[src/rtl/coax_rx_pkg.sv]
package coax_rx_pkg;
  localparam int WORD_BITS = 13;
  localparam int CMD_N     = 10;

  localparam int C_POLL   = 0;
  localparam int C_READ   = 1;
  localparam int C_WRITE  = 2;
  localparam int C_SYSAV  = 3;
  localparam int C_UNLOCK = 4;
  localparam int C_ERASE  = 5;
  localparam int C_RSTXC  = 6;
  localparam int C_ACK    = 7;
  localparam int C_RDPOLL = 8;
  localparam int C_ALARM  = 9;

  typedef logic [WORD_BITS-1:0] word_t;
  typedef logic [CMD_N-1:0]     cmd_t;

  // bit n of the line word (n counts from 1, first received)
  function automatic logic wbit(input word_t w, input int n);
    return w[n-1];
  endfunction

  // odd parity across bits 1..12
  function automatic logic parity_good(input word_t w);
    return ^w[WORD_BITS-2:0];
  endfunction

  function automatic logic combo_illegal(input word_t w);
    return wbit(w, 6) & (wbit(w, 4) | wbit(w, 5));
  endfunction

  function automatic cmd_t decode_cmd(input word_t w);
    cmd_t c;
    c           = '0;
    c[C_POLL]   = wbit(w, 4) & ~wbit(w, 5);
    c[C_READ]   = wbit(w, 5) & ~wbit(w, 4);
    c[C_RDPOLL] = wbit(w, 4) &  wbit(w, 5);
    c[C_WRITE]  = wbit(w, 6);
    c[C_SYSAV]  = wbit(w, 7);
    c[C_UNLOCK] = wbit(w, 8);
    c[C_ERASE]  = wbit(w, 9) & ~wbit(w, 3);
    c[C_ALARM]  = wbit(w, 9) &  wbit(w, 3);
    c[C_RSTXC]  = wbit(w, 10);
    c[C_ACK]    = wbit(w, 11);
    return c;
  endfunction

  // shift register holds first bit at the top; the word puts it at index 0
  function automatic word_t reverse_bits(input word_t s);
    word_t r;
    for (int i = 0; i < WORD_BITS; i++) r[i] = s[WORD_BITS-1-i];
    return r;
  endfunction
endpackage

[src/rtl/cxr_edge_sampler.sv]
module cxr_edge_sampler #(
  parameter int SYNC_STAGES = 2,
  parameter int DLY_STAGES  = 8,
  parameter int SAMPLE_TAP  = 6
) (
  input  logic clk,
  input  logic rst_n,
  input  logic line_in,
  output logic sample_stb,
  output logic bit_val,
  output logic dly_overrun
);
  logic [SYNC_STAGES-1:0] sync_q;
  logic                   line_q;
  logic                   line_s;
  logic                   lead;
  logic [DLY_STAGES-1:0]  dly_q;

  assign line_s = sync_q[SYNC_STAGES-1];
  assign lead   = line_s & ~line_q;

  always_ff @(posedge clk or negedge rst_n) begin
    if (!rst_n) begin
      sync_q <= '0;
      line_q <= 1'b0;
    end else begin
      sync_q <= {sync_q[SYNC_STAGES-2:0], line_in};
      line_q <= line_s;
    end
  end

  // the edge travels down the line; reaching the tap fires one sample
  always_ff @(posedge clk or negedge rst_n) begin
    if (!rst_n)          dly_q <= '0;
    else if (sample_stb) dly_q <= '0;
    else                 dly_q <= {dly_q[DLY_STAGES-2:0], lead};
  end

  assign sample_stb  = dly_q[SAMPLE_TAP-1];
  assign bit_val     = line_s;
  assign dly_overrun = |dly_q[DLY_STAGES-1:SAMPLE_TAP];
endmodule

[src/rtl/cxr_deser.sv]
module cxr_deser
  import coax_rx_pkg::*;
(
  input  logic  clk,
  input  logic  rst_n,
  input  logic  sample_stb,
  input  logic  bit_val,
  output logic  word_done,
  output word_t word_o
);
  word_t sr_q;

  always_ff @(posedge clk or negedge rst_n) begin
    if (!rst_n)          sr_q <= '0;
    else if (word_done)  sr_q <= '0;
    else if (sample_stb) sr_q <= {sr_q[WORD_BITS-2:0], bit_val};
  end

  assign word_done = sr_q[WORD_BITS-1];
  assign word_o    = reverse_bits(sr_q);
endmodule

[src/rtl/cxr_decoder.sv]
module cxr_decoder
  import coax_rx_pkg::*;
#(
  parameter int STRETCH = 2
) (
  input  logic  clk,
  input  logic  rst_n,
  input  logic  word_done,
  input  word_t word_i,
  output word_t rx_word,
  output logic  rx_ready,
  output logic  rx_is_ctrl,
  output cmd_t  cmd_pulse,
  output logic  xmit_chk,
  output logic  par_err_evt
);
  localparam int CNT_W = $clog2(STRETCH + 2);

  logic             is_ctrl;
  logic             par_ok;
  logic             cmd_ok;
  cmd_t             cmd_d;
  logic [CNT_W-1:0] hold_q;

  assign is_ctrl     = wbit(word_i, 2);
  assign par_ok      = parity_good(word_i);
  assign cmd_ok      = word_done & is_ctrl & par_ok & ~combo_illegal(word_i);
  assign cmd_d       = cmd_ok ? decode_cmd(word_i) : '0;
  assign par_err_evt = word_done & ~par_ok;

  always_ff @(posedge clk or negedge rst_n) begin
    if (!rst_n) begin
      rx_word    <= '0;
      rx_is_ctrl <= 1'b0;
      cmd_pulse  <= '0;
    end else begin
      cmd_pulse <= cmd_d;
      if (word_done) begin
        rx_word    <= word_i;
        rx_is_ctrl <= is_ctrl;
      end
    end
  end

  // ready strobe, stretched for data words
  always_ff @(posedge clk or negedge rst_n) begin
    if (!rst_n) begin
      rx_ready <= 1'b0;
      hold_q   <= '0;
    end else if (word_done) begin
      rx_ready <= 1'b1;
      hold_q   <= is_ctrl ? '0 : CNT_W'(STRETCH);
    end else if (rx_ready) begin
      if (hold_q == '0) rx_ready <= 1'b0;
      else              hold_q   <= hold_q - 1'b1;
    end
  end

  always_ff @(posedge clk or negedge rst_n) begin
    if (!rst_n)                                    xmit_chk <= 1'b0;
    else if (par_err_evt)                          xmit_chk <= 1'b1;
    else if (cmd_d[C_RSTXC] || cmd_d[C_WRITE])     xmit_chk <= 1'b0;
  end
endmodule

[src/rtl/coax_rx.sv]
module coax_rx
  import coax_rx_pkg::*;
#(
  parameter int SYNC_STAGES = 2,
  parameter int DLY_STAGES  = 8,
  parameter int SAMPLE_TAP  = 6,
  parameter int STRETCH     = 2
) (
  input  logic                 clk,
  input  logic                 rst_n,
  input  logic                 line_in,
  output logic [WORD_BITS-1:0] rx_word,
  output logic                 rx_ready,
  output logic                 rx_is_ctrl,
  output logic [CMD_N-1:0]     cmd_pulse,
  output logic                 xmit_chk
);
  logic  sample_stb;
  logic  bit_val;
  logic  dly_overrun;
  logic  word_done;
  logic  par_err_evt;
  word_t deser_word;

  cxr_edge_sampler #(
    .SYNC_STAGES(SYNC_STAGES),
    .DLY_STAGES (DLY_STAGES),
    .SAMPLE_TAP (SAMPLE_TAP)
  ) u_samp (
    .clk        (clk),
    .rst_n      (rst_n),
    .line_in    (line_in),
    .sample_stb (sample_stb),
    .bit_val    (bit_val),
    .dly_overrun(dly_overrun)
  );

  cxr_deser u_deser (
    .clk       (clk),
    .rst_n     (rst_n),
    .sample_stb(sample_stb),
    .bit_val   (bit_val),
    .word_done (word_done),
    .word_o    (deser_word)
  );

  cxr_decoder #(.STRETCH(STRETCH)) u_dec (
    .clk        (clk),
    .rst_n      (rst_n),
    .word_done  (word_done),
    .word_i     (deser_word),
    .rx_word    (rx_word),
    .rx_ready   (rx_ready),
    .rx_is_ctrl (rx_is_ctrl),
    .cmd_pulse  (cmd_pulse),
    .xmit_chk   (xmit_chk),
    .par_err_evt(par_err_evt)
  );
endmodule

[config.mk]
export PLATFORM = sky130hd
export DESIGN_NAME = coax_rx
export DESIGN_NICKNAME = d
export VERILOG_FILES = /design/src/rtl/coax_rx_pkg.sv /design/src/rtl/cxr_edge_sampler.sv /design/src/rtl/cxr_deser.sv /design/src/rtl/cxr_decoder.sv /design/src/rtl/coax_rx.sv
export SDC_FILE = /design/constraint.sdc
export NUM_CORES = 1
export LEC_CHECK = 0
export ABC_AREA = 0
export ABC_CLOCK_PERIOD_IN_PS = 4300
export BUFFER_PORTS_ARGS = -buffer_cell sky130_fd_sc_hd__buf_2
export CAP_MARGIN = 0
export CELL_PAD_IN_SITES_DETAIL_PLACEMENT = 1
export CELL_PAD_IN_SITES_GLOBAL_PLACEMENT = 1
export CORE_MARGIN = 2
export CORE_UTILIZATION = 40
export CTS_CLUSTER_DIAMETER = 120
export DETAILED_ROUTE_END_ITERATION = 10
export PLACE_DENSITY_LB_ADDON = 0.1
export SYNTH_ARGS = -nofsm -noshare
export SYNTH_HDL_FRONTEND = slang
export SYNTH_SLANG_ARGS = --single-unit
[constraint.sdc]
create_clock -name clk -period 4.3 [get_ports clk]
set_input_delay 1.29 -clock clk [delete_from_list [all_inputs] [get_ports clk]]
set_output_delay 1.29 -clock clk [all_outputs]
set_load 0.01 [all_outputs]
==> flow_summary.ini <==
[layout]
area_growth_pct = 15.9
diodes = 0
mostFrequentLayoutCells = dfrtp_1 (49), buf_2 (28), nor2_1 (16)
fin_nets = 175
final_common_cell = dfrtp_1
post-route-util_pct = 47.4
drive_above_1_share_pct = 30.4

[sta]
min_period_over_period_pct = 49.7
fin_ws_ns = 2.16
max_freq_mhz = 468
setup-violations-final = 0
timing.hold.ws_ns = 0.362
rsz0062_at_grt = false
fin_tns_setup_ns = 0
maxSlewHeadroom_pct = 29.7
worst_slew_pin_slew_ns = 1.05
fin_skew_ns = 0.00572
period_minus_slack_ns = 2.14
slew_viol_final = 0
hold_viol = 0

[floorplanning]
dieArea_um2 = 5340
num_io_pins = 29
start_util_pct = 40.9
core_area_um2 = 4660
rows = 25
die_x_um = 73.1
die-height_um = 73.1

[logic_synthesis]
yosysUniqueCellTypes = 27
syn_inst = 141
syn_avg_cell_area_um2 = 13.5
synth-seq-cells = 49
synthesis.area_um2 = 1910
yosys.area.top_type_share_pct = 64.3
yosys.area.top_type = dfrtp_1
yosys_warnings = 0
synthTopCellsByArea = dfrtp_1 (64%), mux2_2 (7.1%), mux2i_1 (6.8%)
synth_seq_area_share_pct = 64.3
syn_nets = 146

[global_route]
grt_max_degree = 50
grt.total_usage_pct = 14.7
busiest_layer = met2
grt_pass1_vias = 1237
antenna_found_initial = 0
grt_overflow = 0
use_met1_pct = 16.5
grt.met2_usage_pct = 25.8
grt_pass1_wl_mm = 5.84
gr-usage-met3_pct = 4.56

[cts]
clk-insertion-delay-late_ns = 0.30
cts.path.max_buffers = 2
cts_buffers = 5
cts_setup_buffers = 0
cts_tree = done
cts_hold_buf = 0
path_clk_slew_ns = 0.09
h-tree-depth = 2
cts_resized = 0
cts_root_buffer = clkbuf_8
cts.sinks = 49

[setup_path]
crit_path_start = u_dec.xmit_chk$_DFFE_PN0P_
crit_path_top_delay_cell = dfrtp_1
path_depth = 1
critPathKind = flop to output port
slowest_delay_ns = 0.40
path_delay_family = flip-flops
r2r_cells = 6
cp_data_required_time_ns = 3.01
rr_startpoint = u_deser.sr_q[11]$_DFFE_PN0P_
crit_chain = buf_2
crit_arrival_ns = 0.85
crit_path_end_kind = output port
crit_path_start_kind = flop
crit_buf_inv = 1
cp_max_fo = 3

[route]
antenna_left = 0
wl_mm = 3.51
drt-wirelength-per-cell_um = 15.6
viasPerCell = 4.95
drtIter0Drc = 55
post-route-drc-count = 0
first_pass_iters = 4
vias = 1113

[hold_path]
hold_class = flop to flop
hp-start = u_samp.sync_q[0]$_DFF_PN0_
min_path_cells = 0

[place]
hpwl_mm = 2.29
pre_cts_ws_ns = 2.05
port_buffers = 28
place.gp.congestion = 0.760

[power_and_ir_drop]
p_total_mw = 1.18
leakagePower_nw = 1.16
power_per_cell_area_nw_per_um2 = 534
vdd_drop_max_uv = 187

[run_status]
status = completed

[job]
cap_violations = 0
-- where the power goes --
part / switching (mW) / internal (mW)
combinational: 0.118 / 0.141
clock: 0.149 / 0.189
sequential: 0.0760 / 0.507
-- metrics by stage --
| stage | cell area (µm²) | std cells |
|---|---|---|
| after floorplan | 1910 | 141 |
| after detailed placement | 2090 | 217 |
| final | 2210 | 225 |
| after global routing | 2210 | 225 |
| after CTS | 2210 | 225 |
| after global placement | 2090 | 217 |
-- state kept, by name, indices dropped and copies added, names as in the netlist --
register / count
u_dec.rx_ready: 1
u_dec.cmd_pulse: 10
u_dec.rx_word: 13
u_dec.hold_q: 2
u_dec.xmit_chk: 1
u_samp.sync_q: 2
u_samp.line_q: 1
u_samp.dly_q: 6
u_deser.sr_q: 13
-- routing by layer --
metal,part of all wire (%),vias to the layer above
li1,-,515
met1,43,566
met2,51,25
met3,4.5,7
met4,1.5,0
met5,0,-
-- cell families after synthesis --
family / synth area share, %
XOR/XNOR: 5.44
flip-flops: 64.3
AND/OR/NAND/NOR: 10.6
AO/OA/AOI/OAI: 1.44
adder cells (fa/ha/maj): 1.31
buffers and inverters: 2.29
multiplexers: 14.7
-- Yosys cell counts --
cell and number:
dfrtp_1 49, nor2_1 16, mux2i_1 13, mux2_2 12, xnor2_1 9, nor2b_1 6, and2_1 5, and3_1 3
clkbuf_1 3, inv_1 3, nor3b_1 3, ha_1 2, nand2_1 2, nand2b_1 2, a211oi_1 1, a21oi_1 1
a221o_1 1, buf_1 1, buf_2 1, buf_4 1, clkbuf_2 1, mux2_4 1, nor3_1 1, o21ai_0 1
or2_2 1, xnor2_2 1, xor2_1 1
-- path summary, 6_finish.rpt --
kind / end / slack, ns
max: xmit_chk / 2.16
max reg2reg: u_dec.cmd_pulse[8]$_DFF_PN0_ / 2.27
min: u_samp.sync_q[1]$_DFF_PN0_ / 0.36
min reg2reg: u_samp.sync_q[1]$_DFF_PN0_ / 0.36
min in group asynchronous: u_dec.rx_ready$_DFF_PN0_ / 1.17
max in group asynchronous: u_deser.sr_q[6]$_DFFE_PN0P_ / 2.48
-- area by class of cell --
| type | instances | area (µm²) |
|---|---|---|
| Clock buffer | 6 | 82.6 |
| Clock inverter | 2 | 37.5 |
| Fill cell | 494 | 2450 |
| Inverter | 3 | 11.3 |
| Multi-Input combinational cell | 82 | 638 |
| Sequential cell | 49 | 1230 |
| Tap cell | 54 | 67.6 |
| Timing Repair Buffer | 29 | 148 |
(Power assumes the default switching activity.)
